File: config.mk
export PLATFORM = sky130hd
export DESIGN_NAME = twin_pwm_unit
export DESIGN_NICKNAME = d
export VERILOG_FILES = /design/src/rtl/pwm_pkg.sv /design/src/rtl/pwm_prescaler.sv /design/src/rtl/pwm_wave.sv /design/src/rtl/pwm_channel.sv /design/src/rtl/twin_pwm_unit.sv
export SDC_FILE = /design/constraint.sdc
export NUM_CORES = 1
export LEC_CHECK = 0
export ABC_AREA = 1
export CAP_MARGIN = 10
export CELL_PAD_IN_SITES_DETAIL_PLACEMENT = 1
export CELL_PAD_IN_SITES_GLOBAL_PLACEMENT = 2
export CORE_ASPECT_RATIO = 0.8
export CORE_UTILIZATION = 38
export DETAILED_ROUTE_END_ITERATION = 12
export DONT_BUFFER_PORTS = 1
export PLACE_DENSITY = 0.95
export SYNTH_ARGS = -nofsm -noshare
export SYNTH_HDL_FRONTEND = slang
export SYNTH_HIERARCHICAL = 1
export SYNTH_SLANG_ARGS = --single-unit
File: constraint.sdc
create_clock -name clk -period 8.6 [get_ports clk]
set_clock_uncertainty 0.15 [all_clocks]
set_input_delay 2.58 -clock clk [delete_from_list [all_inputs] [get_ports clk]]
set_output_delay 2.58 -clock clk [all_outputs]
set_load 0.05 [all_outputs]
File: src/rtl/pwm_pkg.sv
package pwm_pkg;

  localparam int DIV_W  = 17;
  localparam int CODE_W = 4;

  // Divider value for a code; 0 marks a reserved code.
  function automatic logic [DIV_W-1:0] presc_div(input logic [CODE_W-1:0] code,
                                                  input bit bypass);
    logic [DIV_W-1:0] d;
    case (code)
      4'd0:    d = 17'd120;
      4'd1:    d = 17'd180;
      4'd2:    d = 17'd240;
      4'd3:    d = 17'd360;
      4'd4:    d = 17'd480;
      4'd8:    d = 17'd12000;
      4'd9:    d = 17'd24000;
      4'd10:   d = 17'd36000;
      4'd11:   d = 17'd48000;
      4'd12:   d = 17'd72000;
      4'd15:   d = bypass ? 17'd1 : 17'd0;
      default: d = 17'd0;
    endcase
    return d;
  endfunction

  // Active while the period count is below the duty count.
  function automatic logic duty_on(input logic [15:0] cnt, input logic [15:0] dty);
    return cnt < dty;
  endfunction

  // Last tick of a period.
  function automatic logic at_wrap(input logic [15:0] cnt, input logic [15:0] prd);
    return cnt == prd;
  endfunction

endpackage

File: src/rtl/pwm_prescaler.sv
module pwm_prescaler
  import pwm_pkg::*;
#(
  parameter int DW = DIV_W
) (
  input  logic          clk,
  input  logic          rst_n,
  input  logic          run,
  input  logic [DW-1:0] div,
  output logic          tick_o,
  output logic          div_ok_o
);

  logic [DW-1:0] cnt_q;
  logic          last_w;

  assign div_ok_o = (div != '0);
  assign last_w   = (cnt_q == (div - DW'(1)));
  assign tick_o   = run && div_ok_o && last_w;

  always_ff @(posedge clk) begin
    if (!rst_n) begin
      cnt_q <= '0;
    end else if (!run || !div_ok_o || last_w) begin
      cnt_q <= '0;
    end else begin
      cnt_q <= cnt_q + DW'(1);
    end
  end

endmodule

File: src/rtl/pwm_wave.sv
module pwm_wave
  import pwm_pkg::*;
#(
  parameter int CNT_W = 16
) (
  input  logic             clk,
  input  logic             rst_n,
  input  logic             run,
  input  logic             tick,
  input  logic             div_ok,
  input  logic [CNT_W-1:0] prd,
  input  logic [CNT_W-1:0] dty,
  output logic             active_o,
  output logic             boundary_o
);

  logic [CNT_W-1:0] cnt_q;

  assign boundary_o = tick && at_wrap(cnt_q, prd);
  assign active_o   = run && div_ok && duty_on(cnt_q, dty);

  always_ff @(posedge clk) begin
    if (!rst_n) begin
      cnt_q <= '0;
    end else if (!run) begin
      cnt_q <= '0;
    end else if (tick) begin
      if (boundary_o) cnt_q <= '0;
      else            cnt_q <= cnt_q + CNT_W'(1);
    end
  end

endmodule

File: src/rtl/pwm_channel.sv
module pwm_channel
  import pwm_pkg::*;
#(
  parameter int CNT_W      = 16,
  parameter int DATA_W     = 32,
  parameter bit HAS_BYPASS = 1'b1
) (
  input  logic              clk,
  input  logic              rst_n,
  input  logic              run,
  input  logic [CODE_W-1:0] code,
  input  logic              pol,
  input  logic              wr,
  input  logic [DATA_W-1:0] wdata,
  output logic              out_o,
  output logic              pend_o,
  output logic [DATA_W-1:0] shadow_o,
  output logic              tick_o,
  output logic              boundary_o,
  output logic              reserved_o
);

  localparam int PRD_MSB = DATA_W - 1;

  logic [DIV_W-1:0]  div_w;
  logic              div_ok_w;
  logic              active_w;
  logic              load_w;
  logic [DATA_W-1:0] shadow_q;
  logic              pend_q;
  logic [CNT_W-1:0]  prd_q;
  logic [CNT_W-1:0]  dty_q;

  assign div_w      = presc_div(code, HAS_BYPASS);
  assign reserved_o = !div_ok_w;
  assign load_w     = pend_q && (boundary_o || !run);

  pwm_prescaler #(.DW(DIV_W)) u_pre (
    .clk      (clk),
    .rst_n    (rst_n),
    .run      (run),
    .div      (div_w),
    .tick_o   (tick_o),
    .div_ok_o (div_ok_w)
  );

  pwm_wave #(.CNT_W(CNT_W)) u_wave (
    .clk        (clk),
    .rst_n      (rst_n),
    .run        (run),
    .tick       (tick_o),
    .div_ok     (div_ok_w),
    .prd        (prd_q),
    .dty        (dty_q),
    .active_o   (active_w),
    .boundary_o (boundary_o)
  );

  always_ff @(posedge clk) begin
    if (!rst_n) begin
      shadow_q <= '0;
      pend_q   <= 1'b0;
      prd_q    <= '0;
      dty_q    <= '0;
    end else begin
      if (wr) begin
        shadow_q <= wdata;
        pend_q   <= 1'b1;
      end else if (load_w) begin
        pend_q   <= 1'b0;
      end
      if (load_w) begin
        prd_q <= shadow_q[PRD_MSB -: CNT_W];
        dty_q <= shadow_q[CNT_W-1:0];
      end
    end
  end

  assign out_o    = active_w ? pol : !pol;
  assign pend_o   = pend_q;
  assign shadow_o = shadow_q;

endmodule

File: src/rtl/twin_pwm_unit.sv
module twin_pwm_unit
  import pwm_pkg::*;
#(
  parameter int NCH        = 2,
  parameter int CNT_W      = 16,
  parameter int ADDR_W     = 2,
  parameter int DATA_W     = 32,
  parameter bit HAS_BYPASS = 1'b1
) (
  input  logic              clk,
  input  logic              rst_n,
  input  logic              bus_wr,
  input  logic [ADDR_W-1:0] bus_addr,
  input  logic [DATA_W-1:0] bus_wdata,
  output logic [DATA_W-1:0] bus_rdata,
  output logic [NCH-1:0]    pwm_out
);

  localparam int FIELD_STRIDE = 15;
  localparam int B_EN         = 4;
  localparam int B_ACT        = 5;
  localparam int B_GATE       = 6;
  localparam int RDY_BASE     = 28;

  logic                          ctrl_wr;
  logic [NCH-1:0]                wr_ch;
  logic [NCH-1:0]                run_w;
  logic [NCH-1:0]                pol_w;
  logic [NCH-1:0]                gate_w;
  logic [NCH-1:0]                en_w;
  logic [NCH-1:0][CODE_W-1:0]    code_w;
  logic [NCH-1:0]                tick_w;
  logic [NCH-1:0]                bnd_w;
  logic [NCH-1:0]                pend_w;
  logic [NCH-1:0]                rsv_w;
  logic [NCH-1:0][DATA_W-1:0]    shadow_w;

  assign ctrl_wr = bus_wr && (bus_addr == ADDR_W'(0));

  for (genvar ch = 0; ch < NCH; ch++) begin : g_ch
    localparam int BASE = ch * FIELD_STRIDE;

    logic [CODE_W-1:0] code_r;
    logic              en_r;
    logic              act_r;
    logic              gate_r;

    always_ff @(posedge clk) begin
      if (!rst_n) begin
        code_r <= '0;
        en_r   <= 1'b0;
        act_r  <= 1'b0;
        gate_r <= 1'b0;
      end else if (ctrl_wr) begin
        en_r   <= bus_wdata[BASE + B_EN];
        act_r  <= bus_wdata[BASE + B_ACT];
        gate_r <= bus_wdata[BASE + B_GATE];
        if (!gate_r) code_r <= bus_wdata[BASE +: CODE_W];
      end
    end

    assign wr_ch[ch]  = bus_wr && (bus_addr == ADDR_W'(ch + 1));
    assign code_w[ch] = code_r;
    assign en_w[ch]   = en_r;
    assign pol_w[ch]  = act_r;
    assign gate_w[ch] = gate_r;
    assign run_w[ch]  = en_r && gate_r;

    pwm_channel #(
      .CNT_W      (CNT_W),
      .DATA_W     (DATA_W),
      .HAS_BYPASS (HAS_BYPASS)
    ) u_chan (
      .clk        (clk),
      .rst_n      (rst_n),
      .run        (run_w[ch]),
      .code       (code_r),
      .pol        (act_r),
      .wr         (wr_ch[ch]),
      .wdata      (bus_wdata),
      .out_o      (pwm_out[ch]),
      .pend_o     (pend_w[ch]),
      .shadow_o   (shadow_w[ch]),
      .tick_o     (tick_w[ch]),
      .boundary_o (bnd_w[ch]),
      .reserved_o (rsv_w[ch])
    );
  end

  always_comb begin
    bus_rdata = '0;
    if (bus_addr == ADDR_W'(0)) begin
      for (int ch = 0; ch < NCH; ch++) begin
        bus_rdata[ch*FIELD_STRIDE +: CODE_W]   = code_w[ch];
        bus_rdata[ch*FIELD_STRIDE + B_EN]      = en_w[ch];
        bus_rdata[ch*FIELD_STRIDE + B_ACT]     = pol_w[ch];
        bus_rdata[ch*FIELD_STRIDE + B_GATE]    = gate_w[ch];
        bus_rdata[RDY_BASE + ch]               = pend_w[ch];
      end
    end
    for (int ch = 0; ch < NCH; ch++) begin
      if (bus_addr == ADDR_W'(ch + 1)) bus_rdata = shadow_w[ch];
    end
  end

endmodule

==> flow_summary_export.csv <==
group,metric,value,unit
outcome,status,"finished clean",
timing,tightest_slew,1.05,ns
drt,wl,38400,um
floorplan,die_y,167,um
grt,grt_pass1_wl,64000,um
critical_path,r2r_slack,3.50,ns
grt,grt_busiest_layer,"met2",
drt,vias,12200,
critical_path,path_delay_family,"compound AO/OA/AOI/OAI gates",
drt,route.detailed.drc,0,
power_and_ir_drop,powerDensity,169,nW/um^2
cells_and_area,drive_gt1_share,7.85,%
critical_path,slowest_stage,"o211ai_1",
synth,synth_area_per_cell,6.51,um^2
cells_and_area,seq_area,4210,um^2
critical_path,start_kind,"input port",
synth,synthesis.area,13000,um^2
grt,grt_pass1_vias,12400,
timing,clock.fmax,146,MHz
timing,max_slew_margin,30.0,%
timing,finalSetupViolCount,0,
critical_path,slowest_delay,0.88,ns
floorplan,die_x,209,um
critical_path,critPathKind,"in -> out",
place,placed_area,13000,um^2
cts,numCtsBuffers,25,
cts,cts_max_path_buffers,3,
cts,clock-sinks,210,
cts,htreeDepth,1,
timing,hold_viol,0,
grt,grt_use_met1,29.5,%
place,numPortBuffers,0,
critical_path,worstPathCellList,"nor2_4, inv_2, o211ai_1",
cts,post_cts_resized,0,
grt,grt_max_degree,149,
drt,via_per_inst,5.05,
timing,finalSetupTns,0,ns
critical_path,required,5.87,ns
timing,finalCriticalPeriod,6.85,ns
cts,cts_tree,"built",
floorplan,coreArea,33600,um^2
cells_and_area,layout.nets,2036,
critical_path,arrival,4.12,ns
place,dpl.hpwl,28900,um
cells_and_area,stdcell_area,13800,um^2
cells_and_area,area_growth,6.58,%
cts,path_clk_slew,0.06,ns
drt,drtPass1Iterations,5,
synth,ys_warn_count,6,
grt,antenna_found_initial,1,
floorplan,initial_utilization,38.6,%
drt,wl_per_cell,16.0,um
place,gp_congestion,0.874,
cts,cts_setup_buffers,0,
critical_path,crit_buf_inv,1,
timing,fin_crit_sh,79.7,%
drt,drtIter0Drc,628,
synth,syn_inst,1995,
cts,cts_hold_repair.buffers,0,
floorplan,dieArea,34900,um^2
critical_path,crit_fanout,18,
grt,grtUsageTotal,22.3,%
floorplan,placementRows,60,
grt,grt_overflow_total,0,
floorplan,io_pins,71,
grt,met3_usage,3.26,%
cts,root_buffer,"clkbuf_16",
power_and_ir_drop,p_leak,5.93,nW
timing,rsz0062_at_grt,"false",
timing,worst_hold_slack,0.329,ns
power_and_ir_drop,irDropWorstVdd,0.000117,V
critical_path,endpoint_kind,"primary output",
timing,slew_viol_final,0,
grt,grt.met2_usage,36.7,%
cells_and_area,multi_input_area,7130,um^2
run,drv_cap,0,
cts,clk_latency,0.54,ns
worst_hold_path,min-delay-path-class,"reg -> reg",
drt,postRouteAntennaNets,0,
cells_and_area,fillers,4466,
-- layout by cell type (no fill, tap or decap), drive strengths merged, types with 4 or more instances in the layout --
master / instances
a21oi: 164
a21boi: 6
inv: 292
ha: 44
nor3: 24
buf: 6
o211ai: 10
o21ai: 106
or2: 5
nor3b: 4
conb: 4
clkinvlp: 4
clkbuf: 31
nand3: 134
nand2: 514
nor2: 296
xnor2: 28
xor2: 38
clkinv: 8
dfxtp: 210
nand4: 24
nand3b: 6
-- state kept, by name (all words and copies together) (netlist names) --
register                  flops
g_ch.u_chan/shadow_o         64
g_ch.u_chan/u_pre/cnt_q      34
g_ch.u_chan/dty_q            32
g_ch.u_chan/prd_q            32
g_ch.u_chan/u_wave/cnt_q     32
g_ch.code_r                   8
g_ch.act_r                    2
g_ch.en_r                     2
g_ch.gate_r                   2
g_ch.u_chan/pend_o            2
-- layer usage --
metal / share of wire, % / vias up
li1: - / 6173
met1: 47 / 5798
met2: 46 / 144
met3: 2.9 / 66
met4: 3.7 / 0
met5: 0 / -
-- area by class of cell --
class / count / area share, %
clock buffers: 31 / 4.90
multi-input cells: 1421 / 51.5
diodes: 2 / 0.0362
flip-flops and latches: 210 / 30.4
clock inverters: 15 / 1.03
inverters: 291 / 7.89
well taps: 434 / 3.92
repair buffers: 6 / 0.325
-- power breakdown --
| group | switching (mW) | total [mW] | leakage, nW | internal, mW |
|---|---|---|---|---|
| Combinational | 0.176 | 0.250 | 3.83 | 0.0740 |
| Clock | 0.446 | 1.07 | 0.398 | 0.622 |
| Sequential | 0.0256 | 1.03 | 1.71 | 1.00 |
-- worst reg2reg max path: cells and delay by family, from the launching register on --
kind,cells,cell delay [ns]
AOI/OAI and AO/OA,2,0.40
buffers and inverters,3,0.36
adders and majority gates,1,0.31
and+or+nand+nor,19,3.37
DFF,1,0.41
-- per-stage QoR --
stage | setup WS (ns) | total power [mW] | utilization, % | cells
2_1_floorplan | 2.19 | 1.25 | - | 1997
3_3_place_gp | 1.77 | 1.29 | 38.7 | 2362
3_5_place_dp | 1.75 | 1.30 | 38.7 | 2362
4_1_cts | 1.74 | 2.38 | 41.1 | 2408
5_1_grt | 1.67 | 2.46 | 41.2 | 2410
6_report | 1.75 | 2.35 | 41.2 | 2410
-- path summary, 6_finish.rpt --
check	from	endpoint	cells past startpoint
max reg2reg	g_ch[1].code_r[0]	g_ch[1].u_chan/prd_q[2]	25
min reg2reg	g_ch[0].u_chan/shadow_o[28]	g_ch[0].u_chan/shadow_o[28]	2
min	g_ch[0].u_chan/shadow_o[28]	g_ch[0].u_chan/shadow_o[28]	2
max	bus_addr[1]	bus_rdata[18]	3
(Power assumes the default switching activity.)
